File: src/rtl/gts_pkg.sv
`timescale 1ns/1ps
package gts_pkg;

    typedef enum logic {
        GTS_BYPASS     = 1'b0,
        GTS_OVERSAMPLE = 1'b1
    } gts_mode_e;

    function automatic gts_mode_e gts_mode(input logic os_en);
        return os_en ? GTS_OVERSAMPLE : GTS_BYPASS;
    endfunction

endpackage

File: src/rtl/gts_sync.sv
`timescale 1ns/1ps
// Two-stage synchronizer followed by a one-sample history register.
module gts_sync #(
    parameter int W = 4
) (
    input  logic         clk_i,
    input  logic         rst_ni,
    input  logic [W-1:0] async_i,
    output logic [W-1:0] sync_o,
    output logic [W-1:0] prev_o
);

    typedef struct packed {
        logic [W-1:0] s1;
        logic [W-1:0] s2;
        logic [W-1:0] hist;
    } sync_t;

    sync_t q, d;

    always_comb begin
        d      = q;
        d.s1   = async_i;
        d.s2   = q.s1;
        d.hist = q.s2;
    end

    always_ff @(posedge clk_i or negedge rst_ni) begin
        if (!rst_ni) q <= '0;
        else         q <= d;
    end

    assign sync_o = q.s2;
    assign prev_o = q.hist;

endmodule

File: src/rtl/gts_phase.sv
`timescale 1ns/1ps
// Step strobe delayed to line up with the synchronizer, plus the
// sub-step cycle counter that produces the timestamp of this edge.
module gts_phase #(
    parameter int TS_W = 6
) (
    input  logic            clk_i,
    input  logic            rst_ni,
    input  logic            step_i,
    output logic            close_o,
    output logic [TS_W-1:0] ts_now_o
);

    localparam logic [TS_W-1:0] TS_MAX = '1;

    typedef struct packed {
        logic            p1;
        logic            p2;
        logic [TS_W-1:0] cnt;
    } phase_t;

    phase_t q, d;

    always_comb begin
        d    = q;
        d.p1 = step_i;
        d.p2 = q.p1;
        if (q.p2)
            d.cnt = '0;
        else if (q.cnt != TS_MAX)
            d.cnt = q.cnt + 1'b1;
    end

    always_ff @(posedge clk_i or negedge rst_ni) begin
        if (!rst_ni) q <= '0;
        else         q <= d;
    end

    assign close_o  = q.p2;
    assign ts_now_o = q.p2 ? '0 : ((q.cnt == TS_MAX) ? q.cnt : q.cnt + 1'b1);

endmodule

File: src/rtl/gts_group_acc.sv
`timescale 1ns/1ps
// Per-group collector: first edge time, seen flag and overflow flag.
module gts_group_acc #(
    parameter int TS_W = 6
) (
    input  logic            clk_i,
    input  logic            rst_ni,
    input  logic            close_i,
    input  logic            det_i,
    input  logic [TS_W-1:0] ts_now_i,
    output logic            seen_o,
    output logic [TS_W-1:0] ts_o,
    output logic            ovf_o
);

    typedef struct packed {
        logic            seen;
        logic [TS_W-1:0] ts;
        logic            ovf;
    } acc_t;

    acc_t q, d;

    always_comb begin
        d = q;
        if (close_i) begin
            d.seen = det_i;
            d.ts   = det_i ? ts_now_i : '0;
            d.ovf  = 1'b0;
        end else if (det_i) begin
            if (q.seen) begin
                d.ovf = 1'b1;
            end else begin
                d.seen = 1'b1;
                d.ts   = ts_now_i;
            end
        end
    end

    always_ff @(posedge clk_i or negedge rst_ni) begin
        if (!rst_ni) q <= '0;
        else         q <= d;
    end

    assign seen_o = q.seen;
    assign ts_o   = q.ts;
    assign ovf_o  = q.ovf;

endmodule

File: src/rtl/gts_stamp.sv
`timescale 1ns/1ps
module gts_stamp #(
    parameter int NUM_GROUPS   = 2,
    parameter int CH_PER_GROUP = 2,
    parameter int STEP_RATIO   = 50
) (
    input  logic                                         clk_i,
    input  logic                                         rst_ni,
    input  logic                                         step_i,
    input  logic                                         os_en_i,
    input  logic [NUM_GROUPS*CH_PER_GROUP-1:0]           gate_i,
    output logic                                         rec_valid_o,
    output logic [NUM_GROUPS*CH_PER_GROUP-1:0]           rec_level_o,
    output logic [NUM_GROUPS*((STEP_RATIO > 1) ? $clog2(STEP_RATIO) : 1)-1:0] rec_ts_o,
    output logic [NUM_GROUPS-1:0]                        rec_nochg_o,
    output logic [NUM_GROUPS-1:0]                        rec_ovf_o
);

    import gts_pkg::*;

    localparam int NUM_CH = NUM_GROUPS * CH_PER_GROUP;
    localparam int TS_W   = (STEP_RATIO > 1) ? $clog2(STEP_RATIO) : 1;
    localparam int TSV_W  = NUM_GROUPS * TS_W;

    logic [NUM_CH-1:0]     sync_lvl;
    logic [NUM_CH-1:0]     prev_lvl;
    logic                  close;
    logic [TS_W-1:0]       ts_now;
    logic [NUM_GROUPS-1:0] grp_det;
    logic [NUM_GROUPS-1:0] grp_seen;
    logic [NUM_GROUPS-1:0] grp_ovf;
    logic [TSV_W-1:0]      grp_ts;
    logic [NUM_GROUPS-1:0] bp_same;

    gts_sync #(.W(NUM_CH)) u_sync (
        .clk_i   (clk_i),
        .rst_ni  (rst_ni),
        .async_i (gate_i),
        .sync_o  (sync_lvl),
        .prev_o  (prev_lvl)
    );

    gts_phase #(.TS_W(TS_W)) u_phase (
        .clk_i    (clk_i),
        .rst_ni   (rst_ni),
        .step_i   (step_i),
        .close_o  (close),
        .ts_now_o (ts_now)
    );

    typedef struct packed {
        logic                  valid;
        logic [NUM_CH-1:0]     lvl;
        logic [TSV_W-1:0]      ts;
        logic [NUM_GROUPS-1:0] nc;
        logic [NUM_GROUPS-1:0] ov;
        logic [NUM_CH-1:0]     h_lvl;
        logic [TSV_W-1:0]      h_ts;
        logic [NUM_GROUPS-1:0] h_nc;
        logic [NUM_GROUPS-1:0] h_ov;
        logic [NUM_CH-1:0]     bp_lvl;
    } rec_t;

    rec_t q, d;

    for (genvar g = 0; g < NUM_GROUPS; g++) begin : g_grp
        assign grp_det[g] = |(sync_lvl[g*CH_PER_GROUP +: CH_PER_GROUP]
                            ^ prev_lvl[g*CH_PER_GROUP +: CH_PER_GROUP]);
        assign bp_same[g] = (sync_lvl[g*CH_PER_GROUP +: CH_PER_GROUP]
                            == q.bp_lvl[g*CH_PER_GROUP +: CH_PER_GROUP]);

        gts_group_acc #(.TS_W(TS_W)) u_acc (
            .clk_i    (clk_i),
            .rst_ni   (rst_ni),
            .close_i  (close),
            .det_i    (grp_det[g]),
            .ts_now_i (ts_now),
            .seen_o   (grp_seen[g]),
            .ts_o     (grp_ts[g*TS_W +: TS_W]),
            .ovf_o    (grp_ovf[g])
        );
    end

    always_comb begin
        d       = q;
        d.valid = 1'b0;
        if (close) begin
            d.valid  = 1'b1;
            d.h_lvl  = prev_lvl;
            d.h_ts   = grp_ts;
            d.h_nc   = ~grp_seen;
            d.h_ov   = grp_ovf;
            d.bp_lvl = sync_lvl;
            if (gts_mode(os_en_i) == GTS_OVERSAMPLE) begin
                d.lvl = q.h_lvl;
                d.ts  = q.h_ts;
                d.nc  = q.h_nc;
                d.ov  = q.h_ov;
            end else begin
                d.lvl = sync_lvl;
                d.ts  = '0;
                d.nc  = bp_same;
                d.ov  = '0;
            end
        end
    end

    always_ff @(posedge clk_i or negedge rst_ni) begin
        if (!rst_ni) begin
            q      <= '0;
            q.h_nc <= '1;
        end else begin
            q <= d;
        end
    end

    assign rec_valid_o = q.valid;
    assign rec_level_o = q.lvl;
    assign rec_ts_o    = q.ts;
    assign rec_nochg_o = q.nc;
    assign rec_ovf_o   = q.ov;

endmodule

File: config.mk
export PLATFORM = sky130hd
export DESIGN_NAME = gts_stamp
export DESIGN_NICKNAME = d
export VERILOG_FILES = /design/src/rtl/gts_pkg.sv /design/src/rtl/gts_sync.sv /design/src/rtl/gts_phase.sv /design/src/rtl/gts_group_acc.sv /design/src/rtl/gts_stamp.sv
export SDC_FILE = /design/constraint.sdc
export NUM_CORES = 1
export LEC_CHECK = 0
export BUFFER_PORTS_ARGS = -buffer_cell sky130_fd_sc_hd__buf_2
export CAP_MARGIN = 0
export CORE_AREA = 2 2 113 115
export CTS_CLUSTER_DIAMETER = 50
export DETAILED_ROUTE_END_ITERATION = 8
export DIE_AREA = 0 0 115 117
export HOLD_SLACK_MARGIN = 0.12
export SETUP_SLACK_MARGIN = 0.05
export SYNTH_ARGS = -nofsm -noshare
export SYNTH_HDL_FRONTEND = slang
export SYNTH_HIERARCHICAL = 1
export SYNTH_SLANG_ARGS = --single-unit
File: constraint.sdc
create_clock -name clk_i -period 4.1 [get_ports clk_i]
set_clock_uncertainty 0.1 [all_clocks]
set_input_delay 0.205 -clock clk_i [delete_from_list [all_inputs] [get_ports clk_i]]
set_output_delay 0.205 -clock clk_i [all_outputs]
set_load 0.05 [all_outputs]
==> reports/metrics.cfg <==
[cells_and_area]
fillers=1238
synthToLayoutAreaGrowth_pct=9.14
antenna_cells=0
drive_above_1_share=0.284
nNetsFinal=305

[placed_design]
finalWeightedCongestion=0.792
place.detailed.hpwl_um=3520
placement.io_buffers=28

[critical_path]
timing.critical_path.from_type=flip-flop
critPathCaptureType=flip-flop
reg2reg_from=u_phase/q[0]
worstPathMaxFanout=5
path_class=reg -> reg
startpoint=u_phase/q[0]
crit_arrival_ns=2.03
worstPathRequired_ns=4.24

[clock_tree]
worstSkewPairLatency_ns=0.33
cts.sinks=81
cts_root_buffer=clkbuf_16
clk_pin_slew_ns=0.06
cts_resized=0
clk_path_buf_depth=2
cts_tree=done
numCtsBuffers=9
cts_max_level=3

[logic_synthesis]
synth_area_mm2=0.00357
yosysTopAreaCellShare=0.553
ys_top_cells_by_area=dfrtp_1 (55%), mux2_2 (6.9%), buf_4 (5.5%)
synthCells=290
async_flop_share=1.00
syn_nets=299
synth_seq_area_share=0.568
synth_edf_count=0
synth_cell_types=39
synth_top_area_cell=dfrtp_1
synth_area_per_cell_um2=12.3
yosys_warnings=6
synthFlopType=dfrtp_1
synth_seq_cells=81

[timing]
rsz0062_at_grt=false
setup_violations=0
relSlewSlack=0.321
min_period_over_period=0.461
tns_ns=0
fin_crit_ns=1.89
slew_violations=0
worst_slew_pin_slew_ns=1.02
hold_viol_final=0
fmax_mhz=529

[pwr]
p_leak_uw=0.00173
p_per_area_mw_per_mm2=456
ir_drop_uv=200
finalPower_uw=1780

[die]
die-height_um=117
dieArea_mm2=0.0135
initial_utilization=0.290
fp-row-count=41
core_mm2=0.0123
ios=29
die_w_um=115

[global_route]
antenna_found_initial=0
grt_pass1_wl_um=9250
grtUsageTotal=0.0902
grt_max_degree=96
grt.overflow.total=0
grt_pass1_vias=1870

[route]
drc=0
drtIter0Drc=116
drtAntennaViolNets=0
first_pass_iters=4
drt_wl_total_um=5520
via_per_inst=4.41
vias=1978
wire_per_inst_um=12.3

[run]
maxCapViolCount=0

[status]
outcome=finished clean

[min_path]
min_from=os_en_i
min_path_type=in -> reg

flip-flops by register name, indices dropped and copies added, names as in the netlist, 4 cells and up:
register	cells
g_grp.u_acc/ts_o	12
q	24
rec_level_o	4
rec_ts_o	12
u_phase/q	6
u_sync/d	4
u_sync/prev_o	4
u_sync/sync_o	4
path summary, 6_finish.rpt:
check / to / cells after the start / slack (ns)
worst min register to register: u_sync/sync_o[2] / 0 / 0.25
worst min-delay path: rec_ovf_o[1] / 3 / 0.25
worst max register to register: g_grp[0].u_acc/ts_o[0] / 6 / 2.21
min in group asynchronous: rec_level_o[3] / 2 / 0.49
worst max-delay path: g_grp[0].u_acc/ts_o[0] / 6 / 2.21
max in group asynchronous: u_phase/close_o / 2 / 2.67
critical path: stages, from the launching register on:
cell and delay [ns]:
dfrtp_1 0.42, ha_1 0.27, and3_2 0.28, a31o_2 0.27
a21oi_1 0.25, nand2_1 0.11, o32ai_2 0.10
stage by stage:
stage | hold slack [ns] | util | instance area, um2 | setup slack (ns) | instances
2_1_floorplan | -0.191 | - | 3570 | 2.45 | 290
3_3_place_gp | 0.214 | 0.292 | 3600 | 2.24 | 429
3_5_place_dp | 0.215 | 0.292 | 3600 | 2.23 | 429
4_1_cts | 0.242 | 0.317 | 3900 | 2.21 | 449
5_1_grt | 0.250 | 0.317 | 3900 | 2.07 | 449
6_report | 0.245 | 0.317 | 3900 | 2.21 | 449
area by class of cell:
type                    count  area [um2]  share of cell area
clock buffers              13         240              0.0616
clock inverters             1        5.00             0.00128
inverters                  26        97.6              0.0250
multi-input cells         144        1130               0.291
flip-flops and latches     81        2030               0.521
well taps                 150         188              0.0481
repair buffers             34         203              0.0520
layer usage:
metal	track usage	routed length, um	up-vias
met4	0.0450	131	0
met2	0.129	2490	36
met3	0.0391	213	12
met1	0.117	2680	955
met5	0	0	-
li1	-	-	975
synthesized netlist by cell type (2+ instances only):
library cell   n
buf_2          2
dfstp_2        2
xor2_1         4
o31ai_1        2
nor2_1         9
mux2_2        22
nand2_1       14
buf_6          7
or2_1          2
xnor2_1        4
a311oi_1       2
nor2b_1        2
nor3_1         2
a21oi_1       12
o32ai_2       12
mux2i_1        6
nor2b_4        4
o21ai_0       14
inv_1         26
dfrtp_1       79
nand3_1       14
a31oi_1        5
nand2b_1       3
buf_4         26
timing repair:
action                                 CTS  global route
buffers inserted                         0             0
endpoints found under the hold margin   84             0
hold buffers                             6             0
report_power, final:
group          total (uW)  internal (uW)  switching (uW)
sequential            905            857            47.9
combinational         195           71.9             123
clock                 680            402             278
total                1780           1330             449
cell usage in the layout (no fill, tap or decap), drive strengths merged, types with 12 or more instances in the layout:
cell / n
a21oi: 13
buf: 28
clkbuf: 13
dfrtp: 79
inv: 26
mux2: 22
nand2: 14
nand3: 15
o21ai: 14
o32ai: 12
cells by family after synthesis:
logic type      Yosys count  share of synthesized area
buf+inv                  65                      0.115
flops                    81                      0.568
compound gates           51                      0.118
xor+xnor                  8                     0.0196
mux                      28                     0.0861
fa+ha+maj                 1                    0.00350
simple gates             56                     0.0903
Power figures use the tool's default switching activity.
